$ cat src/rtl/bchfix_pkg.sv
package bchfix_pkg;

   typedef enum logic [1:0] {
      ST_IDLE = 2'd0,
      ST_WAIT = 2'd1,
      ST_RD   = 2'd2,
      ST_WR   = 2'd3
   } fix_state_t;

   // index one past the last codeword byte; the reserved byte of the narrow field is outside
   function automatic int cw_end(input logic hi, input int data_b, input int lo_b, input int hi_b);
      return hi ? (data_b + hi_b) : (data_b + lo_b - 1);
   endfunction

endpackage

$ cat src/rtl/bchfix_screen.sv
module bchfix_screen #(
   parameter int ECC_LO_BYTES = 14,
   parameter int ECC_HI_BYTES = 26
) (
   input  logic                      mode,
   input  logic [ECC_HI_BYTES*8-1:0] calc,
   input  logic [ECC_HI_BYTES*8-1:0] stored,
   output logic                      is_clean,
   output logic                      is_erased,
   output logic [ECC_HI_BYTES*8-1:0] rev
);
   logic [ECC_HI_BYTES-1:0] lo_zero, hi_zero, lo_ones, hi_ones;
   logic [ECC_HI_BYTES*8-1:0] rev_lo, rev_hi;

   if (ECC_LO_BYTES < 2 || ECC_LO_BYTES > ECC_HI_BYTES) begin : g_bad_field
      $error("bchfix_screen: narrow field must hold 2..ECC_HI_BYTES bytes");
   end

   for (genvar i = 0; i < ECC_HI_BYTES; i++) begin : g_byte
      assign hi_zero[i] = (calc[8*i +: 8] == 8'h00);
      assign hi_ones[i] = (stored[8*i +: 8] == 8'hFF);
      assign rev_hi[8*i +: 8] = calc[8*(ECC_HI_BYTES-1-i) +: 8];
      if (i < ECC_LO_BYTES - 1) begin : g_code
         assign lo_zero[i] = hi_zero[i];
         assign lo_ones[i] = hi_ones[i];
         assign rev_lo[8*i +: 8] = calc[8*(ECC_LO_BYTES-2-i) +: 8];
      end else if (i == ECC_LO_BYTES - 1) begin : g_resv
         assign lo_zero[i] = 1'b1;
         assign lo_ones[i] = hi_ones[i];
         assign rev_lo[8*i +: 8] = calc[8*i +: 8];
      end else begin : g_out
         assign lo_zero[i] = 1'b1;
         assign lo_ones[i] = 1'b1;
         assign rev_lo[8*i +: 8] = 8'h00;
      end
   end

   assign is_clean  = mode ? (&hi_zero) : (&lo_zero);
   assign is_erased = !is_clean && (mode ? (&hi_ones) : (&lo_ones));
   assign rev       = mode ? rev_hi : rev_lo;

endmodule

$ cat src/rtl/bchfix_map.sv
module bchfix_map #(
   parameter int DATA_BYTES   = 512,
   parameter int ECC_LO_BYTES = 14,
   parameter int ECC_HI_BYTES = 26,
   parameter int LOC_W        = 13,
   parameter int ADDR_W       = 10
) (
   input  logic              mode,
   input  logic [LOC_W-1:0]  loc,
   output logic [ADDR_W-1:0] addr,
   output logic [7:0]        mask,
   output logic              bad
);
   import bchfix_pkg::*;

   localparam int LO_END = cw_end(1'b0, DATA_BYTES, ECC_LO_BYTES, ECC_HI_BYTES);
   localparam int HI_END = cw_end(1'b1, DATA_BYTES, ECC_LO_BYTES, ECC_HI_BYTES);

   if (LOC_W < 4 || LOC_W > 30) begin : g_bad_loc
      $error("bchfix_map: LOC_W out of range");
   end
   if ((1 << ADDR_W) < HI_END) begin : g_bad_addr
      $error("bchfix_map: ADDR_W too small for the codeword");
   end

   logic [31:0] byte_from_end, end_pos;

   assign byte_from_end = 32'(loc >> 3);
   assign end_pos       = mode ? 32'(HI_END) : 32'(LO_END);
   assign bad           = (byte_from_end >= end_pos);
   assign addr          = ADDR_W'(end_pos - byte_from_end - 32'd1);
   assign mask          = 8'd1 << loc[2:0];

endmodule

$ cat src/rtl/bchfix_core.sv
module bchfix_core #(
   parameter int DATA_BYTES   = 512,
   parameter int ECC_LO_BYTES = 14,
   parameter int ECC_HI_BYTES = 26,
   parameter int LO_T         = 8,
   parameter int HI_T         = 16,
   parameter int LOC_W        = 13,
   parameter int ADDR_W       = $clog2(DATA_BYTES + ECC_HI_BYTES),
   parameter int CNT_W        = $clog2(HI_T + 1)
) (
   input  logic                      clk,
   input  logic                      rst_n,
   input  logic                      start,
   input  logic                      mode,
   input  logic [ECC_HI_BYTES*8-1:0] calc_ecc,
   input  logic [ECC_HI_BYTES*8-1:0] stored_ecc,
   output logic [ECC_HI_BYTES*8-1:0] rev_ecc,
   input  logic                      loc_valid,
   input  logic [LOC_W-1:0]          loc_bit,
   output logic                      loc_ready,
   input  logic                      lc_done,
   input  logic                      lc_fail,
   output logic [ADDR_W-1:0]         mem_addr,
   output logic                      mem_re,
   output logic                      mem_we,
   output logic [7:0]                mem_wdata,
   input  logic [7:0]                mem_rdata,
   output logic                      busy,
   output logic                      done,
   output logic                      clean,
   output logic                      erased,
   output logic                      fail,
   output logic [CNT_W-1:0]          fix_cnt
);
   import bchfix_pkg::*;

   localparam int LO_END = cw_end(1'b0, DATA_BYTES, ECC_LO_BYTES, ECC_HI_BYTES);
   localparam int HI_END = cw_end(1'b1, DATA_BYTES, ECC_LO_BYTES, ECC_HI_BYTES);

   if (LO_T < 1 || LO_T > HI_T) begin : g_bad_limit
      $error("bchfix_core: strength limits must satisfy 1 <= LO_T <= HI_T");
   end

   fix_state_t                st;
   logic                      mode_r, err_r;
   logic [CNT_W-1:0]          taken, limit;
   logic [ADDR_W-1:0]         tgt_addr, map_addr;
   logic [7:0]                tgt_mask, map_mask;
   logic                      map_bad, scr_clean, scr_erased;
   logic [ECC_HI_BYTES*8-1:0] scr_rev;

   bchfix_screen #(
      .ECC_LO_BYTES(ECC_LO_BYTES),
      .ECC_HI_BYTES(ECC_HI_BYTES)
   ) u_screen (
      .mode     (mode),
      .calc     (calc_ecc),
      .stored   (stored_ecc),
      .is_clean (scr_clean),
      .is_erased(scr_erased),
      .rev      (scr_rev)
   );

   bchfix_map #(
      .DATA_BYTES  (DATA_BYTES),
      .ECC_LO_BYTES(ECC_LO_BYTES),
      .ECC_HI_BYTES(ECC_HI_BYTES),
      .LOC_W       (LOC_W),
      .ADDR_W      (ADDR_W)
   ) u_map (
      .mode(mode_r),
      .loc (loc_bit),
      .addr(map_addr),
      .mask(map_mask),
      .bad (map_bad)
   );

   assign limit     = mode_r ? CNT_W'(HI_T) : CNT_W'(LO_T);
   assign loc_ready = (st == ST_WAIT);
   assign busy      = (st != ST_IDLE);
   assign mem_re    = (st == ST_RD);
   assign mem_we    = (st == ST_WR);
   assign mem_addr  = tgt_addr;
   assign mem_wdata = mem_rdata ^ tgt_mask;

   always_ff @(posedge clk or negedge rst_n) begin
      if (!rst_n) begin
         st       <= ST_IDLE;
         mode_r   <= 1'b0;
         err_r    <= 1'b0;
         taken    <= '0;
         tgt_addr <= '0;
         tgt_mask <= '0;
         rev_ecc  <= '0;
         done     <= 1'b0;
         clean    <= 1'b0;
         erased   <= 1'b0;
         fail     <= 1'b0;
         fix_cnt  <= '0;
      end else begin
         done <= 1'b0;
         case (st)
            ST_IDLE: if (start) begin
               mode_r  <= mode;
               rev_ecc <= scr_rev;
               clean   <= scr_clean;
               erased  <= scr_erased;
               fail    <= 1'b0;
               err_r   <= 1'b0;
               fix_cnt <= '0;
               taken   <= '0;
               if (scr_clean || scr_erased) done <= 1'b1;
               else                         st   <= ST_WAIT;
            end
            ST_WAIT: begin
               if (loc_valid) begin
                  if (taken < limit) taken <= taken + 1'b1;
                  if (taken >= limit || map_bad) begin
                     err_r <= 1'b1;
                  end else begin
                     tgt_addr <= map_addr;
                     tgt_mask <= map_mask;
                     st       <= ST_RD;
                  end
               end else if (lc_done) begin
                  done <= 1'b1;
                  fail <= err_r | lc_fail;
                  st   <= ST_IDLE;
               end
            end
            ST_RD: st <= ST_WR;
            ST_WR: begin
               fix_cnt <= fix_cnt + 1'b1;
               st      <= ST_WAIT;
            end
            default: st <= ST_IDLE;
         endcase
      end
   end

   a_r6_rw_exclusive: assert property (@(posedge clk) disable iff (!rst_n)
      !(mem_re && mem_we));

   a_r6_write_follows_read: assert property (@(posedge clk) disable iff (!rst_n)
      mem_we |-> ($past(mem_re) && $stable(mem_addr)));

   a_r7_within_limit: assert property (@(posedge clk) disable iff (!rst_n)
      fix_cnt <= limit);

   a_r4_lands_in_codeword: assert property (@(posedge clk) disable iff (!rst_n)
      (loc_valid && loc_ready && !map_bad) |->
         (int'(map_addr) < (mode_r ? HI_END : LO_END)));

   a_r1_clean_has_no_fix: assert property (@(posedge clk) disable iff (!rst_n)
      (done && clean) |-> (fix_cnt == '0 && !fail && !erased));

   a_r8_done_when_idle: assert property (@(posedge clk) disable iff (!rst_n)
      done |-> !busy);

   a_r9_rev_stable_while_busy: assert property (@(posedge clk) disable iff (!rst_n)
      busy |=> $stable(rev_ecc));

   a_r10_ready_not_in_repair: assert property (@(posedge clk) disable iff (!rst_n)
      loc_ready |-> (busy && !mem_re && !mem_we));

endmodule

$ cat config.mk
export PLATFORM = sky130hd
export DESIGN_NAME = bchfix_core
export DESIGN_NICKNAME = d
export VERILOG_FILES = /design/src/rtl/bchfix_pkg.sv /design/src/rtl/bchfix_screen.sv /design/src/rtl/bchfix_map.sv /design/src/rtl/bchfix_core.sv
export SDC_FILE = /design/constraint.sdc
export NUM_CORES = 1
export LEC_CHECK = 0
export BUFFER_PORTS_ARGS = -buffer_cell sky130_fd_sc_hd__buf_4
export CAP_MARGIN = 20
export CORE_AREA = 2 2 264 266
export CTS_CLUSTER_SIZE = 28
export DETAILED_ROUTE_END_ITERATION = 6
export DIE_AREA = 0 0 266 268
export PLACE_DENSITY = 0.37
export SETUP_SLACK_MARGIN = 0.5
export SLEW_MARGIN = 25
export SYNTH_ARGS = -nofsm -noshare
export SYNTH_HDL_FRONTEND = slang
export SYNTH_SLANG_ARGS = --single-unit
$ cat constraint.sdc
create_clock -name clk -period 3 [get_ports clk]
set_clock_uncertainty 0.2 [all_clocks]
set_input_delay 0.45 -clock clk [delete_from_list [all_inputs] [get_ports clk]]
set_output_delay 0.45 -clock clk [all_outputs]
set_load 0.02 [all_outputs]
Word level (Yosys, flattened, before mapping) --
Cells that the tools add are included.
Storage, ports and cells: flip-flop bits (word level) 244, input port bits 444, output and inout port bits 239, word-level logic and storage cells 134
Cells by class: add/subtract/negate cells 4, magnitude comparators 3, equality and inequality tests 38, shift-type cells 1, mux-type cells 28, bitwise logic cells 3, reductions and logical operators 45
Operators by type and width (number):
- equality test 8 bit, second input constant | 26
- zero test 8 bit | 26
- two-way mux 208 bit | 1
- AND reduction 26 bit | 2
- greater-or-equal comparator 10 x 32 -> 1 bit | 1
- two-way mux 5 bit | 5
- one-hot mux 5 bit (2 select lines) | 2
- AND reduction 4 bit | 4
- AND reduction 14 bit | 1
- AND reduction 13 bit | 1
- two-way mux 1 bit | 11
- adder 5 x 1 -> 5 bit, second input constant | 2
- two-way mux 2 bit | 5
- subtractor 10 x 1 -> 10 bit, second input constant | 1
- subtractor 10 bit | 1
- inequality test 2 bit, second input constant | 4
- one-hot mux 2 bit (4 select lines) | 1
- left shift 1 x 3 -> 8 bit, first input constant | 1
- XOR 8 bit | 1
- inequality test 2 x 1 -> 1 bit, second input constant | 3
- one-hot mux 1 bit (2 select lines) | 3
- nonzero test 2 bit | 3
- greater-or-equal comparator 5 bit | 1
- < comparator 5 bit | 1
- other kinds (12) | 15

Depth between registers and ports, before layout --
Gate-level depths: netlist of the first run.
depth in word-level cells 9, mapped depth 12, mapped depth without buffers 11

Hierarchy --
A second synthesis of the first run with hierarchy kept.
Second synthesis, totals: cell total of the unflattened synthesis 1017, area total of the unflattened synthesis 12722.2 µm²
By module, submodules not included:
- bchfix_core | times used 1, cells an instance 592, area an instance 9465.3 µm², sequential area each 6105.9 µm²
- bchfix_screen | times used 1, cells an instance 374, area an instance 2866.5 µm², sequential area each 0.0 µm²
- bchfix_map | times used 1, cells an instance 51, area an instance 390.4 µm², sequential area each 0.0 µm²

Least setup slack after synthesis of the first run --
No wires, ideal clock.
path type register -> register, start point reg mode_r, end point reg st[0], setup time 79 ps, arrival time 2464 ps, data required time 2721 ps, slack 256 ps, cell stages (with the launch flop) 12, buffers on the path 0, clock period less this slack 2744 ps, path through dfrtp_1 > inv_1 > ha_1 > inv_1 > fa_1 > a21o_1 > a21oi_1 > o21ai_2 > a221oi_4 > nand2_2 > a221oi_2 > mux2i_1
Between the ends: longest elaborated chain between the ends 5, elaborated cells on any way between the ends 7, classes of those cells order compare (2); eq/ne (1); mux (2); reduce/logical (2)
Ends and longest elaborated chain:
- start: declaration | RTL line bchfix_core.sv:45 | logic mode_r, err_r;
- start signal: assignment | RTL line bchfix_core.sv:104 | mode_r <= mode;
- two-way mux 5 bit (on tied branches) | RTL line bchfix_map.sv:29, bchfix_core.sv:78
- greater-or-equal comparator 10 x 32 -> 1 bit / greater-or-equal comparator 5 bit (equally long branches) | RTL line bchfix_map.sv:30, bchfix_core.sv:118
- logical OR 1 bit (*) | RTL line bchfix_core.sv:118 | if (taken >= limit || map_bad) begin
- inequality test 3 bit (no source line) (*)
- AND reduction 4 bit (no source line) (*)
- end signal: assignment | RTL line bchfix_core.sv:123 | st <= ST_RD;
- end signal: assignment | RTL line bchfix_core.sv:128 | st <= ST_IDLE;
- end signal: assignment | RTL line bchfix_core.sv:131 | ST_RD: st <= ST_WR;
- end: declaration | RTL line bchfix_core.sv:44 | fix_state_t st;
Mark *: on every way between the ends. The rest lies on a longest branch, timed or not. A chain may end at the register's enable or synchronous reset.

Final worst setup path of the first run --
start point reg mode_r, end point reg tgt_addr[0], in the netlist mem_addr[0]
Between the ends: longest elaborated chain between the ends 5, elaborated cells on any way between the ends 9, classes of those cells add/sub (2); order compare (2); mux (2); bitwise (1); reduce/logical (2)
Ends and longest elaborated chain:
- parallel branches: the longest is 5 deep, another holds subtractor 10 bit
- end signal: assignment | RTL line bchfix_core.sv:121 | tgt_addr <= map_addr;
- end: declaration | RTL line bchfix_core.sv:47 | logic [ADDR_W-1:0] tgt_addr, map_addr;
Several ways; the timed one is not identified.

==> results of run 1 <==
==> cell type report <==
class / instances / area (µm²)
diodes: 2 / 5.00
clock buffers: 47 / 1040
clock inverters: 16 / 274
fillers: 7258 / 47000
inverters: 17 / 63.8
multi-input cells: 941 / 5570
flip-flops and latches: 244 / 6110
well taps: 882 / 1100
repair buffers: 872 / 7060
==> report_power, final <==
group	internal, µW	leakage, µW	switching [µW]
Sequential	4820	0.00312	924
Combinational	3550	0.00683	5170
Clock	3040	0.000655	1700
Total	11400	0.0106	7800
==> worst max-delay path: cells and delay by family, from the launching register on <==
family / cells / cell delay (ps)
AOI/OAI and AO/OA: 4 / 700
adders and majority gates: 2 / 460
buffers and inverters: 3 / 300
DFF: 1 / 380
muxes: 1 / 270
and+or+nand+nor: 1 / 130
==> layout by cell type, fill, tap and decap left out, types with 3 or more instances in the layout <==
cell,n
buf_4,725
nand2_1,341
dfrtp_1,244
dlygate4sd3_1,131
o21ai_0,124
mux2i_1,118
nand3_1,104
nand4_1,67
nor4_1,58
clkbuf_16,36
nor2_1,18
xor2_1,16
inv_1,15
buf_12,14
ha_1,13
o21ai_1,11
clkbuf_8,10
bufinv_16,7
clkinv_2,6
nor4_2,5
nor4_4,5
xnor2_1,5
a21oi_1,5
nor3_1,4
nand2b_1,3
nand3b_1,3
a21o_1,3
o41ai_2,3
ha_4,3
==> cells in the mapped netlist, drive strengths merged, types with 2 or more instances <==
master,n,area share
a21boi,2,0.0013
nand4,67,0.035
ha,16,0.017
a21o,3,0.0019
o22ai,2,0.0011
nand2b,3,0.0016
nand3b,3,0.0019
o2111ai,2,0.0015
a31oi,2,0.0011
clkbuf,62,0.020
a221oi,3,0.0042
a22oi,2,0.0013
dfrtp,244,0.52
buf,18,0.0061
nor2,19,0.0062
o21ai,136,0.058
xnor2,5,0.0037
mux2i,118,0.10
nand2,343,0.11
o41ai,5,0.0037
nor4,68,0.036
nand3,105,0.045
a21oi,6,0.0025
xor2,16,0.012
nor3,4,0.0017
inv,17,0.0054
==> registers in the layout, indices dropped and copies added, names as in the netlist <==
signal and cells:
err_r 1, fail 1, rev_ecc 208, mem_addr 10
st 2, erased 1, tgt_mask 8, mode_r 1
done 1, clean 1, fix_cnt 5, taken 5
==> logic make-up after synthesis <==
| logic type | Yosys count | share of synthesized area |
|---|---|---|
| XOR/XNOR | 21 | 0.0155 |
| AO/OA/AOI/OAI | 169 | 0.0806 |
| adder cells (fa/ha/maj) | 17 | 0.0186 |
| buffers and inverters | 97 | 0.0311 |
| AND/OR/NAND/NOR | 615 | 0.238 |
| multiplexers | 119 | 0.101 |
| flip-flops | 244 | 0.515 |
==> worst max-delay path by stage <==
stage,depth (start not counted),to,startpoint,slack (ps)
after floorplan,11,st[0]$_DFFE_PN0P_,mode_r$_DFFE_PN0P_,450
after global placement,11,st[1]$_DFFE_PN0P_,calc_ecc[189],-490
after detailed placement,11,st[0]$_DFFE_PN0P_,calc_ecc[189],-530
after CTS,11,st[0]$_DFFE_PN0P_,mode_r$_DFFE_PN0P_,420
after global routing,11,mem_addr[0]$_DFFE_PN0P_,mode_r$_DFFE_PN0P_,270
final,11,mem_addr[0]$_DFFE_PN0P_,mode_r$_DFFE_PN0P_,430
==> what timing repair did <==
action / 4_1_cts / 5_1_grt
hold buffers: 131 / 0
setup buffers: 2 / 3
resized for setup: 19 / 1
endpoints found under the setup margin: 26 / 22
pin swaps: 1 / 2
hold endpoints to repair: 195 / 0
==> through the flow <==
step	utilization	cells	TNS (ps)	hold WS, ps
detailed placement	0.270	2820	-1750	257
global route	0.311	3019	0	11.4
floorplan	-	1282	0	-45.6
global placement	0.270	2820	-1630	252
CTS	0.311	3016	0	0.0973
finish	0.311	3021	0	17.3
==> routing by layer <==
| layer | vias to the layer above | routed length (µm) | share of wire |
|---|---|---|---|
| li1 | 6195 | - | - |
| met1 | 6174 | 29100 | 0.43 |
| met2 | 428 | 31000 | 0.46 |
| met3 | 90 | 5580 | 0.083 |
| met4 | 8 | 1620 | 0.024 |
| met5 | - | 55 | 0.00082 |
==> metrics.yaml, run 1 <==
maxSlewHeadroom: 0.565
synth_edf_count: 0
period_share: 0.856
fmaxAchievable_ghz: 0.390
ff2ff_setup_slack_ps: 430
layout-drive-gt1-share: 0.390
met2_usage: 0.297
timing.final.ws_setup_ps: 433
setup_viol: 0
busiest_layer: "met2"
worstMarginPinSlew_ps: 647
grt_antenna_before_repair: 5
clock_path_buffers: 3
ctsRootBufferMaster: "clkbuf_16"
grt_pass1_vias: 13800
r2r_end: "mem_addr[0]$_DFFE_PN0P_"
die_h_um: 268
insertion_delay_ps: 540
hold_path_end: "rev_ecc[187]$_DFFE_PN0P_"
core-area_um2: 68200
r2r_start: "mode_r$_DFFE_PN0P_"
synth-seq-area-share: 0.515
via_per_inst: 4.27
row_count: 96
grt.overflow.total: 0
io_buffers: 682
rr_worst_depth: 11
rsz0062_at_grt: "yes"
grt_max_degree: 92
clk_pin_slew_ps: 60
drv_slew: 0
grtUsageMet3: 0.0636
synth_cell_types: 45
outcome: "completed"
critPathSlowestCell: "dfrtp_1"
endpoint_kind: "flip-flop"
grt_pass1_wl_um: 96000
clock_sinks: 244
netlist_area_um2: 11900
place_ws_ps: -525
cts_tree: "yes"
cp_max_fo: 35
cts_inserted_buffers: 35
synthFlopType: "dfrtp_1"
place_congestion: 0.923
async_flop_share: 1.00
grtUsageTotal: 0.184
power_density_nw_per_um2: 905
dr.pass1.iters: 5
ir_drop_mv: 0.377
dieArea_um2: 71300
p_leak_uw: 0.0106
postLayoutCellArea_um2: 21200
syn_area_per_cell_um2: 9.24
synth_seq_cells: 244
arrival_ps: 2800
required_ps: 3240
nets: 2572
drc: 0
hold_viol_final: 0
min_path_cells: 3
vias: 12900
start_util: 0.174
syn-instance-count: 1282
cap_violations: 0
slowest_delay_ps: 380
drtAntennaViolNets: 0
hpwl_um: 52800
syn_to_final_growth_pct: 79.1
die_x_um: 266
wl_per_cell_um: 22.3
drt_iter0_drc: 710
ios: 683
dpl_cell_area_um2: 18400
wl_um: 67400
cpMostUsedCell: "inv_2"
hp-start: "calc_ecc[19]"
hp-class: "input pin to flip-flop"
finalWorstPathRequiredPeriod_ps: 2570
cts.htree.levels: 2
yosysWarnings: 0
use_met1: 0.232
total_power_uw: 19200
start_kind: "flip-flop"
syn-num-nets: 1743
crit_path_cell_trace: "inv_2, ha_4, inv_2, fa_2, a21o_1, a21oi_2, o21ai_2, a221oi_4, nand3_2, buf_12, mux2_2"
criticalPathCategory: "flip-flop to flip-flop"
Power figures use the tool's default switching activity.
==> run 2: changes to the inputs <==
==> constraint.sdc (replaced) <==
create_clock -name clk -period 2.49 [get_ports clk]
set_clock_uncertainty 0.2 [all_clocks]
set_input_delay 0.3735 -clock clk [delete_from_list [all_inputs] [get_ports clk]]
set_output_delay 0.3735 -clock clk [all_outputs]
set_load 0.02 [all_outputs]
==> run 2 against run 1 <==
Against the previous run: the run now ends with setup timing left; final cell count rose by 4.5%; die area stayed put; core utilization up 2.5 points; fmax down 0.62%; first-iteration DRC count shrank 5.6%; count of clock-buffer cells in the layout is 6 higher; final area increased by 8.2%; largest cell class unchanged.
==> metrics.yaml, run 2 (synthesized netlist as in run 1, its figures left out) <==
period_share: 1.04  # was 0.856
hold_viol_final: 0  # unchanged
cts_tree: "yes"  # unchanged
power_density_nw_per_um2: 1050  # was 905 nW/µm²
die_x_um: 266  # unchanged
grt_pass1_vias: 14700  # was 13800
hold_path_end: "rev_ecc[6]$_DFFE_PN0P_"  # was rev_ecc[187]$_DFFE_PN0P_
hp-class: "input pin to flip-flop"  # unchanged
criticalPathCategory: "flip-flop to flip-flop"  # unchanged
die_h_um: 268  # unchanged
failed_checks: "setup timing"
wl_per_cell_um: 22.7  # was 22.3 µm
ir_drop_mv: 0.454  # was 0.377 mV
sw_frac_of_total: 0.407  # was 0.406
drtAntennaViolNets: 0  # unchanged
dr.pass1.iters: 5  # unchanged
hold_slack_ps: 15.3  # was 17.3 ps
grt_pass1_wl_um: 102000  # was 96000 µm
layout-drive-gt1-share: 0.420  # was 0.390
core-area_um2: 68200  # unchanged
timing.final.ws_setup_ps: -92.8  # was 433 ps
io_buffers: 682  # unchanged
cap_violations: 0  # unchanged
grtUsageTotal: 0.192  # was 0.184
row_count: 96  # unchanged
register_area_um2: 6110  # about the same
grt_antenna_before_repair: 7  # was 5
seqPwrFrac: 0.293  # was 0.299
finalWorstPathRequiredPeriod_ps: 2580  # was 2570 ps
required_ps: 2700  # was 3240 ps
place_congestion: 0.917  # was 0.923
p_sw_uw: 9780  # was 7800 µW
finalSetupTns_ps: -972  # was 0 ps
drc: 0  # unchanged
worstMarginPinSlew_ps: 835  # was 647 ps
endpoint_kind: "flip-flop"  # unchanged
final_cell_mix: "buf_4, nand2_1, dfrtp_1"  # unchanged
insertion_delay_ps: 530  # was 540 ps
syn_to_final_growth_pct: 93.8  # was 79.1%
start_kind: "flip-flop"  # unchanged
r2r_end: "mem_addr[0]$_DFFE_PN0P_"  # unchanged
rsz0062_at_grt: "yes"  # unchanged
total_power_uw: 24000  # was 19200 µW
comb_power_share: 0.476  # was 0.454
ff2ff_setup_slack_ps: -90  # was 430 ps
nets: 2712  # was 2572
clock_sinks: 244  # unchanged
grt_max_degree: 85  # was 92
via_per_inst: 4.34  # was 4.27
final_common_cell: "buf_4"  # unchanged
wl_um: 71700  # was 67400 µm
outcome: "finished with violations"  # was completed
start_util: 0.174  # unchanged
r2r_start: "mode_r$_DFFE_PN0P_"  # unchanged
ctsRootBufferMaster: "clkbuf_16"  # unchanged
vias: 13700  # was 12900
arrival_ps: 2790  # was 2800 ps
clk_pin_slew_ps: 50  # was 60 ps
rr_worst_depth: 12  # was 11
fmaxAchievable_ghz: 0.387  # was 0.390 GHz
maxSlewHeadroom: 0.438  # was 0.565
hp-start: "calc_ecc[206]"  # was calc_ecc[19]
cts_inserted_buffers: 35  # unchanged
multi_input_area_um2: 5880  # was 5570 µm²
fill_cells: 7269  # was 7258
setup_viol: 18  # was 0
drv_slew: 0  # unchanged
cts.htree.levels: 2  # unchanged
p_leak_uw: 0.0114  # was 0.0106 µW
pwr-share-clk: 0.231  # was 0.247
top_register: "rev_ecc"  # unchanged
cp_max_fo: 12  # was 35
grt.overflow.total: 0  # unchanged
drt_iter0_drc: 670  # was 710
largest_register_ffs: 208  # unchanged
p_int_uw: 14200  # was 11400 µW
dieArea_um2: 71300  # unchanged
min_path_cells: 3  # unchanged
ios: 683  # unchanged
clock_path_buffers: 3  # unchanged
hpwl_um: 54500  # was 52800 µm
[run 2: worst max path at each step]
stage,startpoint,endpoint,slack (ps),cells past startpoint
global placement,calc_ecc[111],st[0]$_DFFE_PN0P_,-1550,10
CTS,mode_r$_DFFE_PN0P_,st[0]$_DFFE_PN0P_,-80,12
global route,mode_r$_DFFE_PN0P_,st[0]$_DFFE_PN0P_,-220,12
finish,mode_r$_DFFE_PN0P_,mem_addr[0]$_DFFE_PN0P_,-90,12
floorplan,mode_r$_DFFE_PN0P_,st[0]$_DFFE_PN0P_,-60,11
detailed placement,calc_ecc[111],st[1]$_DFFE_PN0P_,-1160,10
[run 2: area by class of cell]
class,instances,area share
timing repair buffer,1012,0.372
antenna,1,0.000109
tap,882,0.0481
inverter,17,0.00300
multi-input combinational,941,0.256
clock buffer,53,0.0464
clock inverter,8,0.00839
sequential,244,0.266
[run 2: routing by layer]
metal | wire length [µm] | up-vias | track usage
li1 | - | 6493 | -
met1 | 30700 | 6639 | 0.245
met2 | 33600 | 470 | 0.316
met3 | 5260 | 99 | 0.0553
met4 | 2050 | 8 | 0.0560
met5 | 42 | - | 0
[run 2: metrics by stage]
step / util / setup slack, ps / cell area (µm²) / instances
after floorplan: - / -64.7 / 11900 / 1282
after global placement: 0.276 / -1550 / 18800 / 2869
after detailed placement: 0.276 / -1160 / 18900 / 2869
after CTS: 0.329 / -82.1 / 22400 / 3142
after global routing: 0.337 / -215 / 23000 / 3158
final: 0.337 / -92.8 / 23000 / 3158
[run 2: critical path, cell delays in order, from the launching register on]
cell and delay [ps]:
dfrtp_1 380, inv_2 80, ha_4 130, inv_2 30
fa_2 330, a21o_1 170, a21oi_2 120, o21ai_2 80
a221oi_4 250, buf_4 160, nand3_4 80, buf_12 170
mux2_2 270
[run 2: timing repair]
action,in CTS,in global routing
cloned,2,2
buffers inserted,5,13
pin swaps,14,29
gates resized for setup,39,82
endpoints found under the setup margin,137,74
hold buffers,205,0
hold endpoints to repair,260,0
[run 2: power by group through the flow]
stage | logic (µW) | registers (µW) | clock network [µW]
after floorplan | 2880 | 8950 | 0
after global placement | 10500 | 7020 | 0
after detailed placement | 10600 | 7030 | 0
after CTS | 11100 | 7030 | 5730
after global routing | 12300 | 7280 | 5870
final | 11400 | 7040 | 5550
==> run 3: changes to the inputs <==
--- a/config.mk
+++ b/config.mk
@@ -8,6 +8,7 @@
 export BUFFER_PORTS_ARGS = -buffer_cell sky130_fd_sc_hd__buf_4
 export CAP_MARGIN = 20
 export CORE_AREA = 2 2 264 266
+export CTS_BUF_LIST = sky130_fd_sc_hd__clkbuf_8
 export CTS_CLUSTER_SIZE = 28
 export DETAILED_ROUTE_END_ITERATION = 6
 export DIE_AREA = 0 0 266 268
==> run 3 against run 2 <==
Against the previous run: the run ends with hold timing, setup timing left; global-route usage rose by 0.30 points; die area stayed put; first-iteration DRC count is 3.9% higher; combinational power about the same; largest power group unchanged; clock power fell by 17%; wire length grew 1.8%; fmax is essentially flat; non-clock buffer count increased by 39.
==> metrics.yaml, run 3 (synthesized netlist as in run 1, its figures left out) <==
outcome: "finished with violations"  # unchanged
failed_checks: "hold timing, setup timing"  # was setup timing
grt_pass1_vias: 15200  # was 14700
required_ps: 2790  # was 2700 ps
r2r_end: "mem_addr[0]$_DFFE_PN0P_"  # unchanged
grtUsageMet3: 0.0614  # was 0.0553
hp-class: "input pin to flip-flop"  # unchanged
endpoint_kind: "flip-flop"  # unchanged
power_density_nw_per_um2: 999  # was 1050 nW/µm²
grt_antenna_before_repair: 6  # was 7
io_buffers: 682  # unchanged
cts_inserted_buffers: 51  # was 35
comb_power_share: 0.498  # was 0.476
ios: 683  # unchanged
use_met1: 0.244  # was 0.245
syn_to_final_growth_pct: 96.2  # was 93.8%
cts.htree.levels: 2  # unchanged
r2r_start: "mode_r$_DFFE_PN0P_"  # unchanged
register_area_um2: 6110  # unchanged
ir_drop_mv: 0.608  # was 0.454 mV
vias: 14000  # was 13700
met2_usage: 0.319  # was 0.316
hold_viol_final: 1  # was 0
fmaxAchievable_ghz: 0.387  # about the same
arrival_ps: 2880  # was 2790 ps
wl_per_cell_um: 22.6  # was 22.7 µm
final_cell_mix: "buf_4, nand2_1, dfrtp_1"  # unchanged
core-area_um2: 68200  # unchanged
p_leak_uw: 0.0116  # was 0.0114 µW
dr.pass1.iters: 5  # unchanged
pwr-share-clk: 0.199  # was 0.231
grt_max_degree: 85  # unchanged
cts_tree: "yes"  # unchanged
clock_path_buffers: 3  # unchanged
drc: 0  # unchanged
sw_frac_of_total: 0.422  # was 0.407
setup_viol: 19  # was 18
start_kind: "flip-flop"  # unchanged
drt_iter0_drc: 696  # was 670
finalWorstPathRequiredPeriod_ps: 2580  # about the same
total_power_uw: 23200  # was 24000 µW
final_common_cell: "buf_4"  # unchanged
hold_slack_ps: -30.2  # was 15.3 ps
busiest_layer: "met2"  # unchanged
row_count: 96  # unchanged
worstMarginPinSlew_ps: 911  # was 835 ps
dieArea_um2: 71300  # unchanged
hpwl_um: 54500  # unchanged
min_path_cells: 3  # unchanged
p_sw_uw: 9800  # was 9780 µW
place_congestion: 0.917  # unchanged
seqPwrFrac: 0.303  # was 0.293
die_h_um: 268  # unchanged
hp-start: "loc_bit[4]"  # was calc_ecc[206]
grt.overflow.total: 0  # unchanged
maxSlewHeadroom: 0.387  # was 0.438
via_per_inst: 4.35  # was 4.34
clock_sinks: 244  # unchanged
period_share: 1.04  # about the same
drtAntennaViolNets: 0  # unchanged
timing.final.ws_setup_ps: -92.6  # was -92.8 ps
grtUsageTotal: 0.195  # was 0.192
p_int_uw: 13400  # was 14200 µW
fill_cells: 7272  # was 7269
layout-drive-gt1-share: 0.422  # was 0.420
rsz0062_at_grt: "yes"  # unchanged
largest_register_ffs: 208  # unchanged
ff2ff_setup_slack_ps: -90  # about the same
die_x_um: 266  # unchanged
rr_worst_depth: 12  # unchanged
wl_um: 72900  # was 71700 µm
cap_violations: 0  # unchanged
multi_input_area_um2: 5940  # was 5880 µm²
start_util: 0.174  # unchanged
hold_path_end: "mem_addr[1]$_DFFE_PN0P_"  # was rev_ecc[6]$_DFFE_PN0P_
ctsRootBufferMaster: "clkbuf_8"  # was clkbuf_16
insertion_delay_ps: 620  # was 530 ps
nets: 2767  # was 2712
grt_pass1_wl_um: 103000  # was 102000 µm
criticalPathCategory: "flip-flop to flip-flop"  # unchanged
clk_pin_slew_ps: 60  # was 50 ps
top_register: "rev_ecc"  # unchanged
drv_slew: 0  # unchanged
place_ws_ps: -1160  # unchanged
final_core_util: 0.341  # was 0.337
cp_max_fo: 12  # unchanged
-- run 3: changes by cell type in the layout (fill, tap and decap cells not counted), moves of 3 or more --
cell           delta
clkbuf_1          -8
dlygate4sd3_1    +35
nand3_1           -7
clkinv_2          +3
nand3_2           +7
bufinv_16         -3
inv_1            +16
clkbuf_8         +58
clkbuf_16        -36
-- run 3: critical path, cell delays in order (launching register included) --
cell      delay, ps
dfrtp_1         380
inv_2            80
ha_4            130
inv_2            30
fa_2            330
a21o_1          170
a21oi_2         130
o21ai_2          80
a221oi_4        250
buf_4           160
nand3_4          80
buf_12          170
mux2_2          270
-- run 3: power groups by stage --
stage / clock network, µW / logic [µW] / registers, µW
2_1_floorplan: 0 / 2880 / 8950
3_3_place_gp: 0 / 10500 / 7020
3_5_place_dp: 0 / 10600 / 7030
4_1_cts: 4800 / 11100 / 7030
5_1_grt: 4970 / 12500 / 7270
6_report: 4620 / 11600 / 7030
-- run 3: timing repair --
action	in CTS	in global routing
pin swaps	21	49
hold buffers	239	1
endpoints found under the setup margin	169	69
gates cloned	2	3
hold endpoints to repair	356	2
gates resized for setup	39	91
buffers inserted	5	16
-- run 3: cell type report --
| class | count | area share |
|---|---|---|
| Antenna cell | 1 | 0.000108 |
| Clock buffer | 66 | 0.0391 |
| Clock inverter | 23 | 0.00732 |
| Inverter | 17 | 0.00296 |
| Multi-Input combinational cell | 941 | 0.255 |
| Sequential cell | 244 | 0.263 |
| Tap cell | 882 | 0.0475 |
| Timing Repair Buffer | 1051 | 0.385 |
-- run 3: through the flow --
step	hold slack (ps)	TNS, ps	cell area (µm²)	std cells
after global placement	217	-10340	18800	2869
after floorplan	-122	-833	11900	1282
final	-30.2	-956	23300	3225
after CTS	-107	-626	22600	3204
after detailed placement	219	-8750	18900	2869
after global routing	-65.3	-3410	23300	3225
-- run 3: worst max-delay path by stage --
stage / start / end / slack [ps] / depth (start not counted)
after global placement: calc_ecc[111] / st[0]$_DFFE_PN0P_ / -1550 / 10
after detailed placement: calc_ecc[111] / st[1]$_DFFE_PN0P_ / -1160 / 10
final: mode_r$_DFFE_PN0P_ / mem_addr[0]$_DFFE_PN0P_ / -90 / 12
after floorplan: mode_r$_DFFE_PN0P_ / st[0]$_DFFE_PN0P_ / -60 / 11
after CTS: mode_r$_DFFE_PN0P_ / st[0]$_DFFE_PN0P_ / -80 / 12
after global routing: mode_r$_DFFE_PN0P_ / st[0]$_DFFE_PN0P_ / -220 / 12
-- run 3: metal layers --
layer | share of wire | vias to the layer above
met3 | 0.074 | 122
met5 | 0.00063 | -
met2 | 0.47 | 456
met4 | 0.033 | 8
met1 | 0.42 | 6849
li1 | - | 6604
